[src/rtl/dlq_pkg.sv]
package dlq_pkg;

  typedef enum logic [2:0] {
    RSP_IDLE,
    RSP_WAIT,
    RSP_HIT,
    RSP_ADDR_BAD,
    RSP_PAR_BAD
  } rsp_e;

  // distance between two ring positions that carry one extra wrap bit
  function automatic logic [31:0] ring_occ(input logic [31:0] wr_pos,
                                           input logic [31:0] rd_pos,
                                           input int unsigned cw);
    logic [31:0] mask;
    mask = (32'd1 << cw) - 32'd1;
    return (wr_pos - rd_pos) & mask;
  endfunction

endpackage

[src/rtl/dlq_store.sv]
module dlq_store #(
  parameter int DEPTH  = 8,
  parameter int ADDR_W = 16,
  parameter int DATA_W = 32,
  localparam int PW    = $clog2(DEPTH)
) (
  input  logic              clk,
  input  logic              rst_n,
  input  logic              we,
  input  logic [PW-1:0]     widx,
  input  logic [ADDR_W-1:0] w_addr,
  input  logic [DATA_W-1:0] w_data,
  input  logic [PW-1:0]     ridx,
  output logic [ADDR_W-1:0] r_addr,
  output logic [DATA_W-1:0] r_data,
  output logic              r_par_ok
);

  function automatic logic fold_a(input logic [ADDR_W-1:0] v);
    return ^v;
  endfunction

  function automatic logic fold_d(input logic [DATA_W-1:0] v);
    return ^v;
  endfunction

  logic [ADDR_W-1:0] addr_q [DEPTH];
  logic [DATA_W-1:0] data_q [DEPTH];
  logic [1:0]        prot_q [DEPTH];

  for (genvar g = 0; g < DEPTH; g++) begin : g_slot
    logic hit;
    assign hit = we && (widx == PW'(g));
    always_ff @(posedge clk or negedge rst_n) begin
      if (!rst_n) begin
        addr_q[g] <= '0;
        data_q[g] <= '0;
        prot_q[g] <= 2'b00;
      end else if (hit) begin
        addr_q[g] <= w_addr;
        data_q[g] <= w_data;
        prot_q[g] <= {fold_a(w_addr), fold_d(w_data)};
      end
    end
  end

  logic [1:0] rd_prot;
  always_comb begin
    r_addr   = addr_q[ridx];
    r_data   = data_q[ridx];
    rd_prot  = prot_q[ridx];
    r_par_ok = (fold_a(r_addr) == rd_prot[1]) && (fold_d(r_data) == rd_prot[0]);
  end

endmodule

[src/rtl/dlq_ckpt.sv]
module dlq_ckpt #(
  parameter int CKPT_N = 4,
  parameter int CW     = 4,
  localparam int TW    = (CKPT_N > 1) ? $clog2(CKPT_N) : 1
) (
  input  logic          clk,
  input  logic          rst_n,
  input  logic          save,
  input  logic [TW-1:0] save_tag,
  input  logic [CW-1:0] save_pos,
  input  logic [TW-1:0] look_tag,
  output logic [CW-1:0] look_pos,
  output logic          look_valid
);

  logic [CW-1:0] pos_q [CKPT_N];
  logic          vld_q [CKPT_N];

  for (genvar g = 0; g < CKPT_N; g++) begin : g_ck
    always_ff @(posedge clk or negedge rst_n) begin
      if (!rst_n) begin
        pos_q[g] <= '0;
        vld_q[g] <= 1'b0;
      end else if (save && (save_tag == TW'(g))) begin
        pos_q[g] <= save_pos;
        vld_q[g] <= 1'b1;
      end
    end
  end

  always_comb begin
    look_pos   = '0;
    look_valid = 1'b0;
    if (int'(look_tag) < CKPT_N) begin
      look_pos   = pos_q[look_tag];
      look_valid = vld_q[look_tag];
    end
  end

endmodule

[src/rtl/dlq_judge.sv]
module dlq_judge
  import dlq_pkg::*;
#(
  parameter int ADDR_W = 16
) (
  input  logic              req,
  input  logic              empty,
  input  logic              par_ok,
  input  logic [ADDR_W-1:0] want_addr,
  input  logic [ADDR_W-1:0] held_addr,
  output rsp_e              verdict
);

  always_comb begin
    if (!req)                        verdict = RSP_IDLE;
    else if (empty)                  verdict = RSP_WAIT;
    else if (!par_ok)                verdict = RSP_PAR_BAD;
    else if (want_addr != held_addr) verdict = RSP_ADDR_BAD;
    else                             verdict = RSP_HIT;
  end

endmodule

[src/rtl/dup_load_queue.sv]
module dup_load_queue
  import dlq_pkg::*;
#(
  parameter int DEPTH  = 8,
  parameter int ADDR_W = 16,
  parameter int DATA_W = 32,
  parameter int CKPT_N = 4,
  localparam int PW    = $clog2(DEPTH),
  localparam int CW    = PW + 1,
  localparam int TAG_W = (CKPT_N > 1) ? $clog2(CKPT_N) : 1
) (
  input  logic              clk_i,
  input  logic              rst_ni,
  input  logic              ld_valid_i,
  input  logic [ADDR_W-1:0] ld_addr_i,
  input  logic [DATA_W-1:0] ld_data_i,
  output logic              ld_ready_o,
  input  logic              tr_req_i,
  input  logic [ADDR_W-1:0] tr_addr_i,
  output logic [DATA_W-1:0] tr_data_o,
  output logic              tr_ok_o,
  output logic              tr_wait_o,
  output logic              tr_fault_o,
  output logic              tr_corrupt_o,
  input  logic              br_save_i,
  input  logic [TAG_W-1:0]  br_save_tag_i,
  input  logic              br_undo_i,
  input  logic [TAG_W-1:0]  br_undo_tag_i,
  output logic              q_full_o,
  output logic              q_empty_o
);

  logic [CW-1:0] head_q, tail_q;
  logic [CW-1:0] occ;
  logic          full, empty;

  // named events for the checker
  logic          push_take, pop_take, save_take, undo_take;
  logic [CW-1:0] ck_pos;
  logic          ck_valid;

  logic [ADDR_W-1:0] held_addr;
  logic [DATA_W-1:0] held_data;
  logic              held_par_ok;
  rsp_e              verdict;

  assign occ   = CW'(ring_occ(32'(tail_q), 32'(head_q), CW));
  assign full  = (occ == CW'(DEPTH));
  assign empty = (occ == '0);

  assign undo_take = br_undo_i && ck_valid;
  assign push_take = ld_valid_i && !full && !undo_take;
  assign save_take = br_save_i && !undo_take;
  assign pop_take  = (verdict == RSP_HIT);

  dlq_store #(
    .DEPTH (DEPTH),
    .ADDR_W(ADDR_W),
    .DATA_W(DATA_W)
  ) u_store (
    .clk     (clk_i),
    .rst_n   (rst_ni),
    .we      (push_take),
    .widx    (tail_q[PW-1:0]),
    .w_addr  (ld_addr_i),
    .w_data  (ld_data_i),
    .ridx    (head_q[PW-1:0]),
    .r_addr  (held_addr),
    .r_data  (held_data),
    .r_par_ok(held_par_ok)
  );

  dlq_ckpt #(
    .CKPT_N(CKPT_N),
    .CW    (CW)
  ) u_ckpt (
    .clk       (clk_i),
    .rst_n     (rst_ni),
    .save      (save_take),
    .save_tag  (br_save_tag_i),
    .save_pos  (tail_q),
    .look_tag  (br_undo_tag_i),
    .look_pos  (ck_pos),
    .look_valid(ck_valid)
  );

  dlq_judge #(
    .ADDR_W(ADDR_W)
  ) u_judge (
    .req      (tr_req_i),
    .empty    (empty),
    .par_ok   (held_par_ok),
    .want_addr(tr_addr_i),
    .held_addr(held_addr),
    .verdict  (verdict)
  );

  always_ff @(posedge clk_i or negedge rst_ni) begin
    if (!rst_ni) begin
      head_q <= '0;
      tail_q <= '0;
    end else begin
      if (pop_take)       head_q <= head_q + CW'(1);
      if (undo_take)      tail_q <= ck_pos;
      else if (push_take) tail_q <= tail_q + CW'(1);
    end
  end

  assign ld_ready_o   = !full;
  assign q_full_o     = full;
  assign q_empty_o    = empty;
  assign tr_data_o    = held_data;
  assign tr_ok_o      = (verdict == RSP_HIT);
  assign tr_wait_o    = (verdict == RSP_WAIT);
  assign tr_fault_o   = (verdict == RSP_ADDR_BAD);
  assign tr_corrupt_o = (verdict == RSP_PAR_BAD);

endmodule

[config.mk]
export PLATFORM = sky130hd
export DESIGN_NAME = dup_load_queue
export DESIGN_NICKNAME = d
export VERILOG_FILES = /design/src/rtl/dlq_pkg.sv /design/src/rtl/dlq_store.sv /design/src/rtl/dlq_ckpt.sv /design/src/rtl/dlq_judge.sv /design/src/rtl/dup_load_queue.sv
export SDC_FILE = /design/constraint.sdc
export NUM_CORES = 1
export LEC_CHECK = 0
export BUFFER_PORTS_ARGS = -buffer_cell sky130_fd_sc_hd__buf_2
export CORE_ASPECT_RATIO = 1.5
export CORE_MARGIN = 3
export CORE_UTILIZATION = 45
export DETAILED_ROUTE_END_ITERATION = 10
export PLACE_DENSITY = 0.6
export SYNTH_ARGS = -nofsm -noshare
export SYNTH_HDL_FRONTEND = slang
export SYNTH_SLANG_ARGS = --single-unit
export TNS_END_PERCENT = 20
[constraint.sdc]
create_clock -name clk_i -period 7.75 [get_ports clk_i]
set_clock_uncertainty 0.2 [all_clocks]
set_input_delay 0.775 -clock clk_i [delete_from_list [all_inputs] [get_ports clk_i]]
set_output_delay 0.775 -clock clk_i [all_outputs]
set_load 0.03 [all_outputs]
# Word-level counts from Yosys, hierarchy flattened
# Cells that the tools add are included.
[classes]
bitwise = 2
n_mux = 21
reduce_logical = 27
eq_ne = 18
n_lt_le_gt_ge = 2
addsub = 3
[ops]
columns = ["cell", "n"]
rows = [
  ["32-bit binary-select mux with 3-bit select", 1],
  ["32-bit 2-to-1 mux", 2],
  ["32-bit XOR reduction", 2],
  ["16-bit binary-select mux with 3-bit select", 1],
  ["16-bit 2-to-1 mux", 2],
  ["16-bit XOR reduction", 2],
  ["1-bit logical AND", 17],
  ["4-bit 2-to-1 mux", 4],
  ["16-bit != test", 1],
  ["3-bit == test, second input constant", 5],
  ["3-bit by 2-bit == test with 1-bit output, second input constant", 4],
  ["3-bit 2-to-1 mux", 3],
  ["4-bit by 1-bit adder with 4-bit output, second input constant", 2],
  ["4-bit binary-select mux with 2-bit select", 1],
  ["2-bit binary-select mux with 3-bit select", 1],
  ["3-bit by 1-bit == test with 1-bit output, second input constant", 2],
  ["2-bit == test, second input constant", 2],
  ["4-bit == test, second input constant", 1],
  ["4-bit >= comparator, second input constant", 1],
  ["4-bit zero test", 1],
  ["2-bit 2-to-1 mux", 2],
  ["3-bit inverter with 4-bit output", 1],
  ["4-bit subtractor", 1],
  ["3-bit >= comparator, second input constant", 1],
  ["9 further kinds", 13],
]
[word_totals]
wordCells = 107
reg_bits = 428
output_inout_bits = 39

# Logic depth before layout (Yosys ltp)
[logic_depth]
ltp_word = 11
ltp_mapped = 19
mapped_depth_nobuf = 12

# Hierarchy
# From an unflattened synthesis, not the netlist that was laid out.
[hier_totals]
hier_cells = 1352
hier_area_um2 = 20771.2
[by_module_without_submodules]
columns = ["mod", "instances", "area_each_um2", "cells_per_inst", "seq_area_each_um2"]
rows = [
  ["dlq_store", 1, 19127.1, 1215, 10009.6],
  ["dlq_ckpt", 1, 865.8, 50, 500.5],
  ["dup_load_queue", 1, 578.1, 61, 200.2],
  ["dlq_judge", 1, 200.2, 26, 0.0],
]

# Worst setup path before layout
# Ideal clock, no wire load.
[synth_timing]
path_kind = "register -> output"
from = "register head_q[0]"
to = "output tr_fault_o"
t_required_ns = 6.775
slack_ns = 3.088
arrival_time_ns = 3.687
stages_incl_launch_ff = 12
path_cell_list = "dfrtp_1 -> buf_6 -> buf_4 -> mux4_2 -> nand2_1 -> nand2_1 -> xnor3_1 -> xnor2_1 -> xnor3_1 -> xor3_1 -> and2_1 -> nor3b_1"
[synth_between]
elab_chain_len = 11
word_cells_on_any_way = 23
classes_between = "add/sub: 1; eq/ne: 4; mux: 13; bitwise: 1; reduce/logical: 4"
[synth_rtl]
columns = ["item", "line", "text"]
rows = [
  ["start: declaration", "dup_load_queue.sv:33", "logic [CW-1:0] head_q, tail_q;"],
  ["start signal: assignment", "dup_load_queue.sv:103", "if (pop_take) head_q <= head_q + CW'(1);"],
  ["3-bit inverter with 4-bit output (implied by the code)", "dlq_store.sv:50", "r_data = data_q[ridx];"],
  ["32-bit binary-select mux with 3-bit select", "dlq_store.sv:50", ""],
  ["32-bit 2-to-1 mux (implied by the code) (2 in a row)", "dlq_store.sv:50", ""],
  ["net tr_data_o[11]", "dup_load_queue.sv:20", "output logic [DATA_W-1:0] tr_data_o,"],
  ["32-bit XOR reduction", "dlq_store.sv:24", "return ^v;"],
  ["1-bit == test", "dlq_store.sv:52", "r_par_ok = (fold_a(r_addr) == rd_prot[1]) && (fold_d(r_data) == rd_prot[0]);"],
  ["1-bit logical AND", "dlq_store.sv:52", ""],
  ["3-bit 2-to-1 mux", "dlq_judge.sv:17", "else if (!par_ok) verdict = RSP_PAR_BAD;"],
  ["3-bit 2-to-1 mux", "dlq_judge.sv:16", "else if (empty) verdict = RSP_WAIT;"],
  ["3-bit 2-to-1 mux", "dlq_judge.sv:15", "if (!req) verdict = RSP_IDLE;"],
  ["3-bit by 2-bit == test with 1-bit output", "dup_load_queue.sv:115", "assign tr_fault_o = (verdict == RSP_ADDR_BAD);"],
  ["end: declaration", "dup_load_queue.sv:23", "output logic tr_fault_o,"],
]
# The timed path passes the listed nets, and every way through them passes these cells. The select of a mux whose other input is x is not followed.

# Worst setup path in the final report
[layout_timing]
from = "register head_q[1]"
to = "output tr_fault_o"
[layout_between]
elab_chain_len = 11
word_cells_on_any_way = 23
classes_between = "add/sub: 1; eq/ne: 4; mux: 13; bitwise: 1; reduce/logical: 4"
[layout_rtl]
columns = ["item", "line"]
rows = [
  ["3-bit inverter with 4-bit output (implied by the code)", "dlq_store.sv:49, dlq_store.sv:50, dlq_store.sv:51"],
  ["32-bit binary-select mux with 3-bit select / 16-bit binary-select mux with 3-bit select (equally long branches)", "dlq_store.sv:50, dlq_store.sv:49"],
  ["32-bit 2-to-1 mux (implied by the code) / 16-bit 2-to-1 mux (equally long branches) (2 in a row)", "dlq_store.sv:50, dlq_store.sv:49"],
  ["32-bit XOR reduction / 16-bit XOR reduction (equally long branches)", "dlq_store.sv:24, dlq_store.sv:20"],
  ["1-bit == test", "dlq_store.sv:52"],
  ["1-bit logical AND", "dlq_store.sv:52"],
  ["3-bit 2-to-1 mux", "dlq_judge.sv:17"],
  ["3-bit 2-to-1 mux *", "dlq_judge.sv:16"],
  ["3-bit 2-to-1 mux *", "dlq_judge.sv:15"],
  ["3-bit by 2-bit == test with 1-bit output *", "dup_load_queue.sv:115"],
]
# Every way passes the cells marked *; elsewhere a longest branch is shown, timed or not. The select of a mux whose other input is x is not followed.

==> flow_metrics.tcl <==
set metrics [dict create \
    start_util_pct 45.6 \
    rr_worst_depth 11 \
    area_growth_pct 11.8 \
    ir_drop_uv 841 \
    r2r_end "u_store.data_q[161]" \
    synth.distinct_cells 45 \
    syn_area_per_cell_sq_um 14.3 \
    drt_iter0_markers 524 \
    setup_violations 0 \
    cp.required_ns 6.78 \
    path_cells "buf_4 -> mux4_2 -> xnor2_1 -> mux2i_1 -> xnor3_1 -> xnor2_1 -> xnor3_1 -> xor3_1 -> and2_1 -> nor3b_1 -> buf_2" \
    hold_viol 0 \
    synth-seq-cells 428 \
    dr.pass1.iters 4 \
    syn_inst 1495 \
    fin_total_pwr_uw 10400 \
    portBuffers 112 \
    cp.arrival_ns 4.78 \
    cp_top_family "XOR/XNOR gates" \
    worst-slew-pin-transition_ns 1.07 \
    grt_pass1_vias 13100 \
    numCtsBuffers 44 \
    dpl.hpwl_um 29400 \
    slowest_delay_ns 0.75 \
    syn-cell-area_sq_um 21300 \
    finalCriticalPeriod_ns 5.75 \
    critPathCaptureType "primary output" \
    crit_fanout 43 \
    cts_hold_buf 0 \
    die_w_um 184 \
    crit_cells 11 \
    postRouteAntennaNets 0 \
    timing.rr.start "head_q[2]" \
    max_freq_mhz 174 \
    wl_um 49400 \
    die_y_um 273 \
    num_vias 12000 \
    path_clk_slew_ns 0.07 \
    place.gp.congestion 0.750 \
    nets 1616 \
    rsz0062_at_grt "no" \
    ios 113 \
    critical_path_class "reg -> out" \
    post_cts_buffers 0 \
    setup_tns_ns 0 \
    status "complete, no violations" \
    power-per-cell-area_nw_per_um2 436 \
    cts_root_buf "clkbuf_16" \
    overflow 0 \
    finalCritPeriodShare_pct 74.2 \
    fin_util_pct 50.9 \
    cts_tree "built" \
    routedWlPerCell_um 22.8 \
    maxCapViolCount 0 \
    clkLatencyLatePin_ns 0.56 \
    htree_levels 2 \
    cts_buffer_depth 3 \
    grt_start_max_net_pins 173 \
    ys_warn_count 0 \
    synth_nets 1579 \
    path_buf_inv 2 \
    track_usage_pct 20.0 \
    cts-resized-gates 0 \
    die_area_sq_um 50100 \
    slew_headroom_pct 28.9 \
    avgViaCountPerCell 5.57 \
    drv_slew 0 \
    grt_pass1_wl_um 77600 \
    cellLeakagePower_uw 0.0103 \
    core_sq_um 46800 \
    drive_gt1_share_pct 45.8 \
    drc_errors 0 \
    num_rows 97 \
    antenna_found_initial 0 \
    cts_sinks 428 \
    antenna_cells 0 \
    startpoint_type "flop" \
    r2r_slack_ns 2.57 \
    critical_path.slowest_cell "dfrtp_4" \
    hp-class "in -> async" \
    yosysSeqAreaShare_pct 50.2 \
]
## layer usage
metal	global-route usage, %	part of all wire [%]
met5	0	0
met3	2.72	3.3
met1	25.8	42
met4	4.26	1.8
met2	35.9	53
## cells by family (layout without fill, tap and decap cells)
family | Yosys count | count (layout) | share of synthesized area (%)
XOR/XNOR | 154 | 154 | 6.68
flip-flops | 428 | 428 | 50.2
adder cells (fa/ha/maj) | 10 | 10 | 0.586
multiplexers | 577 | 577 | 35.2
AO/OA/AOI/OAI | 21 | 21 | 0.680
AND/OR/NAND/NOR | 162 | 162 | 3.57
buffers and inverters | 143 | 216 | 3.11
## layout by cell type (no fill, tap or decap), types with 4 or more instances in the layout
cell | Yosys | routed
clkbuf_8 | 0 | 11
inv_1 | 7 | 7
nor2_1 | 10 | 10
a21oi_1 | 9 | 9
clkbuf_1 | 53 | 4
mux2_2 | 387 | 387
bufinv_16 | 0 | 8
xnor2_1 | 105 | 105
xor2_1 | 43 | 43
nand4_1 | 5 | 5
or2_2 | 4 | 4
clkinv_2 | 0 | 10
ha_1 | 10 | 10
xnor3_1 | 4 | 4
mux2i_1 | 61 | 61
a31o_2 | 10 | 10
mux4_2 | 92 | 92
buf_4 | 7 | 9
nand2b_1 | 16 | 16
and3_1 | 18 | 15
clkbuf_16 | 0 | 46
buf_2 | 13 | 111
nand2_4 | 0 | 5
mux2_1 | 30 | 30
nand2_1 | 95 | 90
dfrtp_1 | 428 | 425
## stage by stage
step / worst slack, ns / cell area [sq um] / instances / hold WS (ns)
final: 2.00 / 23900 / 2162 / 0.104
after global routing: 1.74 / 23900 / 2162 / 0.175
after CTS: 1.91 / 23900 / 2162 / 0.145
after detailed placement: 2.52 / 22200 / 2080 / 0.254
after global placement: 2.48 / 22200 / 2080 / 0.250
after floorplan: 3.09 / 21300 / 1495 / 0.234
## synth_stat cells, drive strengths merged
library cell | instances | area [sq um]
and4 | 1 | 8.76
o21ai | 1 | 5.00
xor3 | 1 | 23.8
xnor2 | 106 | 936
nor3 | 3 | 20.0
dfrtp | 428 | 10700
nand2 | 95 | 357
nand4 | 5 | 31.3
nor2b | 1 | 6.26
o21a | 1 | 7.51
a31o | 10 | 87.6
and2b | 1 | 7.51
mux4 | 93 | 2100
nor4 | 1 | 6.26
and2 | 2 | 12.5
inv | 10 | 37.5
xnor3 | 4 | 90.1
nor2 | 10 | 37.5
nand3 | 2 | 15.0
buf | 78 | 417
nand2b | 16 | 100
nor3b | 3 | 22.5
xor2 | 43 | 377
a21oi | 9 | 45.0
and3 | 18 | 113
clkbuf | 55 | 209
ha | 10 | 125
or2 | 4 | 25.0
mux2 | 418 | 4710
mux2i | 66 | 706
## worst reg2reg max path, stage by stage (launching register included)
cell      delay [ns]
dfrtp_4         0.93
inv_2           0.60
buf_4           0.37
ha_1            0.35
o21ai_0         0.08
nand2b_1        0.08
xnor2_1         0.28
nand2b_1        0.21
and3_1          0.35
and3_4          0.66
buf_4           0.53
mux2_2          0.41
## how the worst max path moves through the flow
| stage | start | end | slack (ns) |
|---|---|---|---|
| final | head_q[1] | tr_fault_o | 2.00 |
| after global routing | head_q[0] | tr_fault_o | 1.74 |
| after CTS | head_q[0] | tr_ok_o | 1.91 |
| after detailed placement | head_q[0] | tr_ok_o | 2.52 |
| after global placement | head_q[0] | tr_ok_o | 2.48 |
| after floorplan | head_q[0] | tr_fault_o | 3.09 |
## state kept, by name (all words and copies together), names as in the netlist
signal and cells:
u_ckpt.pos_q 16, u_store.data_q 256, tail_q 4, u_store.prot_q 16
u_ckpt.vld_q 4, head_q 4, u_store.addr_q 128
## report_power, final
group | switching, uW | internal, uW | leakage (uW)
combinational | 1920 | 2230 | 0.00431
clock | 910 | 1460 | 0.000810
sequential | 580 | 3310 | 0.00522
## area by class of cell
cell class | instances | area [sq um]
tap | 594 | 743
inverter | 10 | 37.5
clock buffer | 61 | 1320
clock inverter | 21 | 322
fill | 4049 | 23000
timing repair buffer | 124 | 698
sequential | 428 | 10700
multi-input combinational | 924 | 10000
(Power assumes the default switching activity.)
